==> src/rtl/spc_pkg.sv <==
package spc_pkg;
   typedef enum logic [1:0] {
      ST_IDLE  = 2'd0,
      ST_SHIFT = 2'd1,
      ST_LATCH = 2'd2,
      ST_GAP   = 2'd3
   } shift_state_e;

   function automatic int half_div(input int sys_hz, input int max_hz);
      return (sys_hz + 2 * max_hz - 1) / (2 * max_hz);
   endfunction
endpackage

==> src/rtl/spc_tick.sv <==
module spc_tick #(
   parameter int HALF = 4
) (
   input  logic clk,
   input  logic rst_n,
   input  logic run,
   output logic tick
);
   localparam int CW = (HALF > 1) ? $clog2(HALF) : 1;

   logic [CW-1:0] cnt;

   assign tick = run && (cnt == CW'(HALF - 1));

   always_ff @(posedge clk) begin
      if (!rst_n)            cnt <= '0;
      else if (!run || tick) cnt <= '0;
      else                   cnt <= cnt + 1'b1;
   end
endmodule

==> src/rtl/spc_shift.sv <==
module spc_shift
   import spc_pkg::*;
#(
   parameter int W = 24
) (
   input  logic         clk,
   input  logic         rst_n,
   input  logic         start,
   input  logic [W-1:0] word,
   input  logic         tick,
   output logic         busy,
   output logic         done,
   output logic         sclk,
   output logic         sdata,
   output logic         le
);
   localparam int BW = $clog2(W);

   shift_state_e  state;
   logic [W-1:0]  shreg;
   logic [BW-1:0] bitcnt;
   logic          ph;

   assign busy = (state != ST_IDLE);

   always_ff @(posedge clk) begin
      if (!rst_n) begin
         state  <= ST_IDLE;
         shreg  <= '0;
         bitcnt <= '0;
         ph     <= 1'b0;
         sclk   <= 1'b0;
         sdata  <= 1'b0;
         le     <= 1'b0;
         done   <= 1'b0;
      end else begin
         done <= 1'b0;
         unique case (state)
            ST_IDLE: begin
               if (start) begin
                  shreg  <= word;
                  sdata  <= word[W-1];
                  bitcnt <= '0;
                  sclk   <= 1'b0;
                  state  <= ST_SHIFT;
               end
            end
            ST_SHIFT: begin
               if (tick) begin
                  if (!sclk) begin
                     sclk <= 1'b1;
                  end else begin
                     sclk <= 1'b0;
                     if (bitcnt == BW'(W - 1)) begin
                        le    <= 1'b1;
                        ph    <= 1'b0;
                        state <= ST_LATCH;
                     end else begin
                        bitcnt <= bitcnt + 1'b1;
                        sdata  <= shreg[W-2];
                        shreg  <= shreg << 1;
                     end
                  end
               end
            end
            ST_LATCH: begin
               if (tick) begin
                  if (ph) begin
                     le    <= 1'b0;
                     ph    <= 1'b0;
                     state <= ST_GAP;
                  end else begin
                     ph <= 1'b1;
                  end
               end
            end
            ST_GAP: begin
               if (tick) begin
                  if (ph) begin
                     ph    <= 1'b0;
                     sdata <= 1'b0;
                     done  <= 1'b1;
                     state <= ST_IDLE;
                  end else begin
                     ph <= 1'b1;
                  end
               end
            end
            default: state <= ST_IDLE;
         endcase
      end
   end

   // data only moves while the serial clock is low
   a_r3_data_stable_high: assert property (@(posedge clk) disable iff (!rst_n)
      sclk |-> $stable(sdata));
   // strobe only with the serial clock parked low
   a_r4_le_clock_low: assert property (@(posedge clk) disable iff (!rst_n)
      le |-> !sclk);
   // strobe rises only after the last bit of the word
   a_r2_le_after_last_bit: assert property (@(posedge clk) disable iff (!rst_n)
      $rose(le) |-> (bitcnt == BW'(W - 1)));
endmodule

==> src/rtl/spc_seq.sv <==
module spc_seq #(
   parameter int          W         = 24,
   parameter logic [W-1:0] INIT_WORD = '0,
   parameter logic [W-1:0] RCNT_WORD = '0,
   parameter logic [W-1:0] NCNT_WORD = '0
) (
   input  logic         clk,
   input  logic         rst_n,
   input  logic         req_valid,
   input  logic [W-1:0] req_word,
   output logic         req_ready,
   input  logic         busy,
   input  logic         done,
   output logic         start,
   output logic [W-1:0] word,
   output logic         init_done
);
   logic [1:0]   step;
   logic         init_start;
   logic         host_start;
   logic [W-1:0] boot_word;

   always_comb begin
      unique case (step)
         2'd0:    boot_word = INIT_WORD;
         2'd1:    boot_word = RCNT_WORD;
         default: boot_word = NCNT_WORD;
      endcase
   end

   assign init_start = (step != 2'd3) && !busy;
   assign req_ready  = init_done && !busy;
   assign host_start = req_valid && req_ready;
   assign start      = init_start || host_start;
   assign word       = init_done ? req_word : boot_word;

   always_ff @(posedge clk) begin
      if (!rst_n) begin
         step      <= 2'd0;
         init_done <= 1'b0;
      end else begin
         if (init_start) step <= step + 2'd1;
         if (done && step == 2'd3) init_done <= 1'b1;
      end
   end

   // host port gated by completion of the power-up sequence
   a_r6_ready_gated: assert property (@(posedge clk) disable iff (!rst_n)
      req_ready |-> init_done);
   // completion flag is sticky
   a_r6_init_done_sticky: assert property (@(posedge clk) disable iff (!rst_n)
      init_done |=> init_done);
   // no new frame launched while one is in progress
   a_r7_no_start_busy: assert property (@(posedge clk) disable iff (!rst_n)
      start |-> !busy);
endmodule

==> src/rtl/synth_prog_ctrl.sv <==
module synth_prog_ctrl
   import spc_pkg::*;
#(
   parameter int           SYS_CLK_HZ  = 125_000_000,
   parameter int           SCLK_MAX_HZ = 20_000_000,
   parameter int           WORD_W      = 24,
   parameter int           SYNC_STAGES = 2,
   parameter logic [23:0]  INIT_WORD   = 24'h1F80A3,
   parameter logic [23:0]  RCNT_WORD   = 24'h000C80,
   parameter logic [23:0]  NCNT_WORD   = 24'h03E801
) (
   input  logic        clk,
   input  logic        rst_n,
   input  logic        req_valid,
   input  logic [23:0] req_word,
   output logic        req_ready,
   input  logic        ce_req,
   input  logic        lock_raw,
   output logic        sclk,
   output logic        sdata,
   output logic        le,
   output logic        dev_ce,
   output logic        lock_status,
   output logic        init_done
);
   localparam int HALF_DIV = half_div(SYS_CLK_HZ, SCLK_MAX_HZ);

   if (WORD_W != 24) begin : g_bad_width
      $error("WORD_W must be 24 for this link");
   end
   if (SYNC_STAGES < 2) begin : g_bad_sync
      $error("SYNC_STAGES must be at least 2");
   end
   if (HALF_DIV < 1 || SYS_CLK_HZ / (2 * HALF_DIV) > SCLK_MAX_HZ) begin : g_bad_div
      $error("serial clock divider out of range");
   end

   logic              tick;
   logic              busy;
   logic              done;
   logic              start;
   logic [WORD_W-1:0] word;

   spc_seq #(
      .W(WORD_W), .INIT_WORD(INIT_WORD), .RCNT_WORD(RCNT_WORD), .NCNT_WORD(NCNT_WORD)
   ) u_seq (
      .clk(clk), .rst_n(rst_n), .req_valid(req_valid), .req_word(req_word),
      .req_ready(req_ready), .busy(busy), .done(done), .start(start),
      .word(word), .init_done(init_done)
   );

   spc_tick #(.HALF(HALF_DIV)) u_tick (
      .clk(clk), .rst_n(rst_n), .run(busy), .tick(tick)
   );

   spc_shift #(.W(WORD_W)) u_shift (
      .clk(clk), .rst_n(rst_n), .start(start), .word(word), .tick(tick),
      .busy(busy), .done(done), .sclk(sclk), .sdata(sdata), .le(le)
   );

   always_ff @(posedge clk) begin
      if (!rst_n) dev_ce <= 1'b0;
      else        dev_ce <= ce_req;
   end

   logic [SYNC_STAGES-1:0] sync_q;
   for (genvar i = 0; i < SYNC_STAGES; i++) begin : g_sync
      always_ff @(posedge clk) begin
         if (!rst_n) sync_q[i] <= 1'b0;
         else if (i == 0) sync_q[i] <= lock_raw;
         else sync_q[i] <= sync_q[(i == 0) ? 0 : i - 1];
      end
   end
   assign lock_status = sync_q[SYNC_STAGES-1];

   // chip-enable is the host request one clock later
   a_r8_ce_follows: assert property (@(posedge clk) disable iff (!rst_n)
      $past(rst_n) |-> (dev_ce == $past(ce_req)));
endmodule

==> config.mk <==
export PLATFORM = sky130hd
export DESIGN_NAME = synth_prog_ctrl
export DESIGN_NICKNAME = d
export VERILOG_FILES = /design/src/rtl/spc_pkg.sv /design/src/rtl/spc_tick.sv /design/src/rtl/spc_shift.sv /design/src/rtl/spc_seq.sv /design/src/rtl/synth_prog_ctrl.sv
export SDC_FILE = /design/constraint.sdc
export NUM_CORES = 1
export LEC_CHECK = 0
export BUFFER_PORTS_ARGS = -buffer_cell sky130_fd_sc_hd__buf_2
export CORE_MARGIN = 1.5
export CORE_UTILIZATION = 38
export DETAILED_ROUTE_END_ITERATION = 10
export PLACE_DENSITY = 0.58
export SLEW_MARGIN = 0
export SYNTH_ARGS = -nofsm -noshare
export SYNTH_HDL_FRONTEND = slang
export SYNTH_SLANG_ARGS = --single-unit
==> constraint.sdc <==
create_clock -name clk -period 5.8 [get_ports clk]
set_input_delay 1.16 -clock clk [delete_from_list [all_inputs] [get_ports clk]]
set_output_delay 1.16 -clock clk [all_outputs]
set_load 0.02 [all_outputs]
## Word level (Yosys, flattened, before mapping)

Index checks and enable logic that the tools add are counted.

| word-level totals | value |
|---|---|
| bits in registers | 43 |
| bits of input ports | 29 |
| output and inout port bits | 7 |
| word-level logic and storage cells | 103 |

| operators by class | value |
|---|---|
| add/sub/neg operators | 3 |
| equal/unequal tests | 18 |
| muxes and demuxes | 43 |
| bitwise logic cells | 1 |
| reduce and logical (&&, ||, !) cells | 24 |

Operators with widths:

| operator | count |
|---|---|
| $mux W23 | 4 |
| $pmux W23 S2 | 1 |
| $pmux W21 S2 | 1 |
| $mux W24 | 1 |
| $mux W5 | 4 |
| $mux W1 | 18 |
| $mux W2 | 8 |
| $ne A2 B2 Y1 const B | 6 |
| $ne A2 B1 Y1 const B | 5 |
| $pmux W5 S2 | 1 |
| $reduce_and A5 Y1 | 2 |
| $eq A2 B2 Y1 const B | 4 |
| $pmux W2 S4 | 1 |
| $reduce_and A8 Y1 | 1 |
| $reduce_bool A2 Y1 | 4 |
| $reduce_and A7 Y1 | 1 |
| $pmux W1 S2 | 3 |
| $reduce_and A3 Y1 | 2 |
| $reduce_and A6 Y1 | 1 |
| $add A5 B1 Y5 const B | 1 |
| $eq A5 B5 Y1 const B | 1 |
| $logic_and A1 B1 Y1 | 5 |
| $add A2 B1 Y2 const B | 2 |
| $eq A2 B1 Y1 const B | 2 |
| other kinds (7) | 10 |

## Logic depth before layout (Yosys ltp)

| logic depth | value |
|---|---|
| depth in word-level cells | 7 |
| mapped depth | 9 |
| depth with buffers taken out | 6 |

## Modules after synthesis

Synthesis repeated with hierarchy kept, for this count alone.

| second synthesis, totals | value |
|---|---|
| cell total of the unflattened synthesis | 265 |
| area total of the unflattened synthesis | 2421.1 um2 |

By module, submodules not included:

| module | times used | cells each | area an instance (um2) | sequential area each (um2) |
|---|---|---|---|---|
| spc_shift | 1 | 191 | 1839.3 | 700.7 |
| spc_seq | 1 | 62 | 419.2 | 60.1 |
| spc_tick | 1 | 6 | 83.8 | 40.0 |
| synth_prog_ctrl | 1 | 6 | 78.8 | 60.1 |

## Least setup slack after synthesis

Ideal clock, no wire load.

| timing path | value |
|---|---|
| kind | register -> output |
| from | register u_seq.init_done |
| to | output port req_ready |
| arrival | 1162 ps |
| required time | 4640 ps |
| setup slack | 3478 ps |
| stages on the path, launching flop included | 4 |
| buffers on the path | 2 |
| path through | dfxtp_1 buf_2 buf_2 and2_1 |

| on the way | value |
|---|---|
| word-level cells in the longest chain between the ends | 1 |

RTL lines:

| element | RTL line | text |
|---|---|---|
| start: declaration | spc_seq.sv:16 | `output logic init_done` |
| start signal: assignment | spc_seq.sv:40 | `init_done <= 1'b0;` |
| start signal: assignment | spc_seq.sv:43 | `if (done && step == 2'd3) init_done <= 1'b1;` |
| $logic_and A1 B1 Y1 | spc_seq.sv:32 | `assign req_ready = init_done && !busy;` |
| end: declaration | synth_prog_ctrl.sv:16 | `output logic req_ready,` |

No other way between the ends.

## Worst setup path in the final report

| timing path | value |
|---|---|
| from | register u_shift.state[1] |
| to | register u_shift.bitcnt[0] |

| on the way | value |
|---|---|
| word-level cells in the longest chain between the ends | 7 |
| elaborated cells between the ends (all ways) | 16 |
| classes of those cells | eq/ne (5); mux (1); reduce/logical (10) |

RTL lines:

| element | RTL line | text |
|---|---|---|
| start: declaration | spc_shift.sv:19 | `shift_state_e state;` |
| start signal: assignment | spc_shift.sv:28 | `state <= ST_IDLE;` |
| start signal: assignment | spc_shift.sv:45 | `state <= ST_SHIFT;` |
| start signal: assignment | spc_shift.sv:57 | `state <= ST_LATCH;` |
| $reduce_bool A2 Y1 | spc_shift.sv:24 | `assign busy = (state != ST_IDLE);` |
| $logic_not A1 Y1 | spc_seq.sv:31, spc_seq.sv:32 |  |
| $logic_and A1 B1 Y1 | spc_seq.sv:32 |  |
| $logic_and A1 B1 Y1 | spc_seq.sv:33 | `assign host_start = req_valid && req_ready;` |
| $logic_or A1 B1 Y1 | spc_seq.sv:34 | `assign start = init_start \|\| host_start;` |
| $ne A2 B2 Y1 (no source line) | -- |  |
| $reduce_and A5 Y1 (no source line) | -- |  |
| end signal: assignment | spc_shift.sv:59 | `bitcnt <= bitcnt + 1'b1;` |
| end: declaration | spc_shift.sv:21 | `logic [BW-1:0] bitcnt;` |

Several ways; a longest one is shown, not always the timed one.
A chain may end at the register's enable or synchronous reset.

==> results_dict.tcl <==
set metrics [dict create \
    async_reset_ff_frac 0 \
    worstHoldPathType "register to register" \
    worst_pin_slew_ps 1129 \
    antenna_found_initial 0 \
    hpwl_mm 3.220 \
    ys.flop_type "dfxtp_1" \
    cp-start-kind "register" \
    htreeDepth 2 \
    synthDistinctLibCells 46 \
    slew_headroom 0.2464 \
    critical_path_class "register to register" \
    clock_skew_ps 3.940 \
    grt_max_degree 34 \
    hold_viol 0 \
    power_uw 1167 \
    track_usage 0.1595 \
    start_util 0.3979 \
    die-width_um 79.17 \
    finalCriticalPeriod_ps 3046 \
    peakVddDrop_mv 0.2227 \
    place.port_buffers 35 \
    num_rows 27 \
    synth_top_area_frac 0.3905 \
    synth.most_common_cell "dfxtp_1" \
    routedWlPerCell_um 13.26 \
    die-area_um2 6268 \
    syn_nets 301 \
    synth_commonest_cells "dfxtp_1, nand2_1, a21oi_1, nor2_1, a221oi_1" \
    cp.required_ps 5950 \
    num_antenna_cells 0 \
    clock.fmax_mhz 328.3 \
    p_per_area_nw_per_um2 468.0 \
    routed_wl_mm 4.748 \
    insertion_delay_ps 290 \
    yosys_warnings 0 \
    routabilityCongestion 0.7745 \
    core_um2 5540 \
    post-place-ws_ps 2759 \
    finalSetupViolCount 0 \
    synth_edf_count 0 \
    synth_cells 261 \
    synthTopCellsByArea "dfxtp_1, nand2_1, ha_1" \
    finalSetupTns_ps 0 \
    grt_pass1_vias 1632 \
    fillers 585 \
    drt-pass1-iter-count 4 \
    via_per_inst 5.254 \
    grt_overflow 0 \
    drive_gt1_frac 0.1783 \
    clockBufferDepth 2 \
    cts-resized-gates 0 \
    io_pins 36 \
    syn-cell-area_um2 2205 \
    synth_seq_cells 43 \
    path_max_fanout 27 \
    fin_area_um2 2494 \
    status "finished clean" \
    grt_pass1_wl_mm 7.866 \
    route.detailed.drc 0 \
    cts_hold_buf 0 \
    drv_slew 0 \
    area_delta_synth_final_pct 13.11 \
    num-nets-final 325 \
    critPathArrivalTime_ps 3190 \
    root_buffer "clkbuf_8" \
    drt_iter0_drc 98 \
    yosysTopAreaCell "dfxtp_1" \
    p_leak_uw 0.001041 \
    vias 1881 \
    syn_area_per_cell_um2 8.447 \
    synth-seq-area-share 0.3905 \
    rsz0062_at_grt "false" \
    postCtsSetupBuffers 0 \
    fin_ws_ps 2754 \
    placed_area_um2 2376 \
    die_h_um 79.17 \
    postRouteAntennaNets 0 \
    cts_inserted_buffers 5 \
    cts.sinks 43 \
    finalCritPeriodShare 0.5252 \
    cts.clk_slew.worst_paths_ps 80 \
    worst_setup_path_end_kind "register" \
    drv_cap 0 \
    cts_tree "done" \
]
[cells in the final DEF (no fill, tap or decap), types with 3 or more instances in the layout]
cell / instances
inv_1: 9
mux2i_1: 10
nand2b_1: 6
nor2_1: 20
nor2b_1: 3
a21oi_1: 23
ha_1: 11
nand2_1: 38
and2_1: 4
nand3_1: 11
nor3_1: 10
clkbuf_8: 6
o21ai_0: 9
a211o_1: 3
buf_2: 35
a221oi_1: 12
dfxtp_1: 43
[power breakdown]
group / switching, uW / internal [uW]
Sequential: 38.0 / 368
Combinational: 307 / 212
Clock: 103 / 139
Total: 448 / 719
[cells by family after synthesis]
kind of cell             Yosys count  synth area share
XOR/XNOR                           1          0.003973
multiplexers                      11           0.05051
AND/OR/NAND/NOR                  104            0.2338
flip-flops                        43            0.3905
adder cells (fa/ha/maj)           11           0.06243
buffers and inverters             28           0.06129
AO/OA/AOI/OAI                     63            0.1975
[worst max-delay path, stage by stage (launching register included)]
cell      delay, ps
dfxtp_1         370
inv_1           110
ha_1            690
buf_4           400
nand4b_4        140
o22ai_2         830
mux2_2          300
nor2_1           40
[per-layer routing]
layer | wire [um] | vias to the layer above | share of wire | global-route usage
met4 | 63 | 0 | 0.013 | 0.05263
met2 | 2136 | 23 | 0.45 | 0.2470
met5 | 0 | - | 0 | 0
met3 | 130 | 6 | 0.027 | 0.03218
met1 | 2417 | 887 | 0.51 | 0.2209
li1 | - | 965 | - | -
[per-stage QoR]
| step | hold slack (ps) | std cells | utilization |
|---|---|---|---|
| after global routing | 451.4 | 358 | 0.4501 |
| after global placement | 417.3 | 350 | 0.4289 |
| final | 437.9 | 358 | 0.4501 |
| after CTS | 442.2 | 358 | 0.4501 |
| after floorplan | 405.1 | 261 | - |
| after detailed placement | 421.7 | 350 | 0.4289 |
[flip-flops by register name, indices dropped and copies added, names as in the netlist, 2 cells and up]
name	flops
u_tick.cnt	2
u_shift.state	2
u_shift.bitcnt	5
u_seq.step	2
u_shift.shreg	23
[final cells by class]
class	count	area [um^2]	area share
Clock buffer	6	82.58	0.03312
Clock inverter	2	35.03	0.01405
Tap cell	72	90.09	0.03613
Inverter	9	33.78	0.01355
Multi-Input combinational cell	190	1209	0.4847
Sequential cell	43	860.8	0.3452
Timing Repair Buffer	36	182.7	0.07326
[path summary, 6_finish.rpt]
| kind | from | to | slack, ps | cells after the start |
|---|---|---|---|---|
| max reg2reg | u_shift.state[1]$_SDFFE_PN0P_ | u_shift.bitcnt[0]$_SDFFE_PN0P_ | 2750 | 7 |
| max | u_shift.state[1]$_SDFFE_PN0P_ | u_shift.bitcnt[0]$_SDFFE_PN0P_ | 2750 | 7 |
| min reg2reg | sync_q[0]$_SDFF_PN0_ | lock_status$_SDFF_PN0_ | 440 | 1 |
| min | sync_q[0]$_SDFF_PN0_ | lock_status$_SDFF_PN0_ | 440 | 1 |
Power figures use the tool's default switching activity.
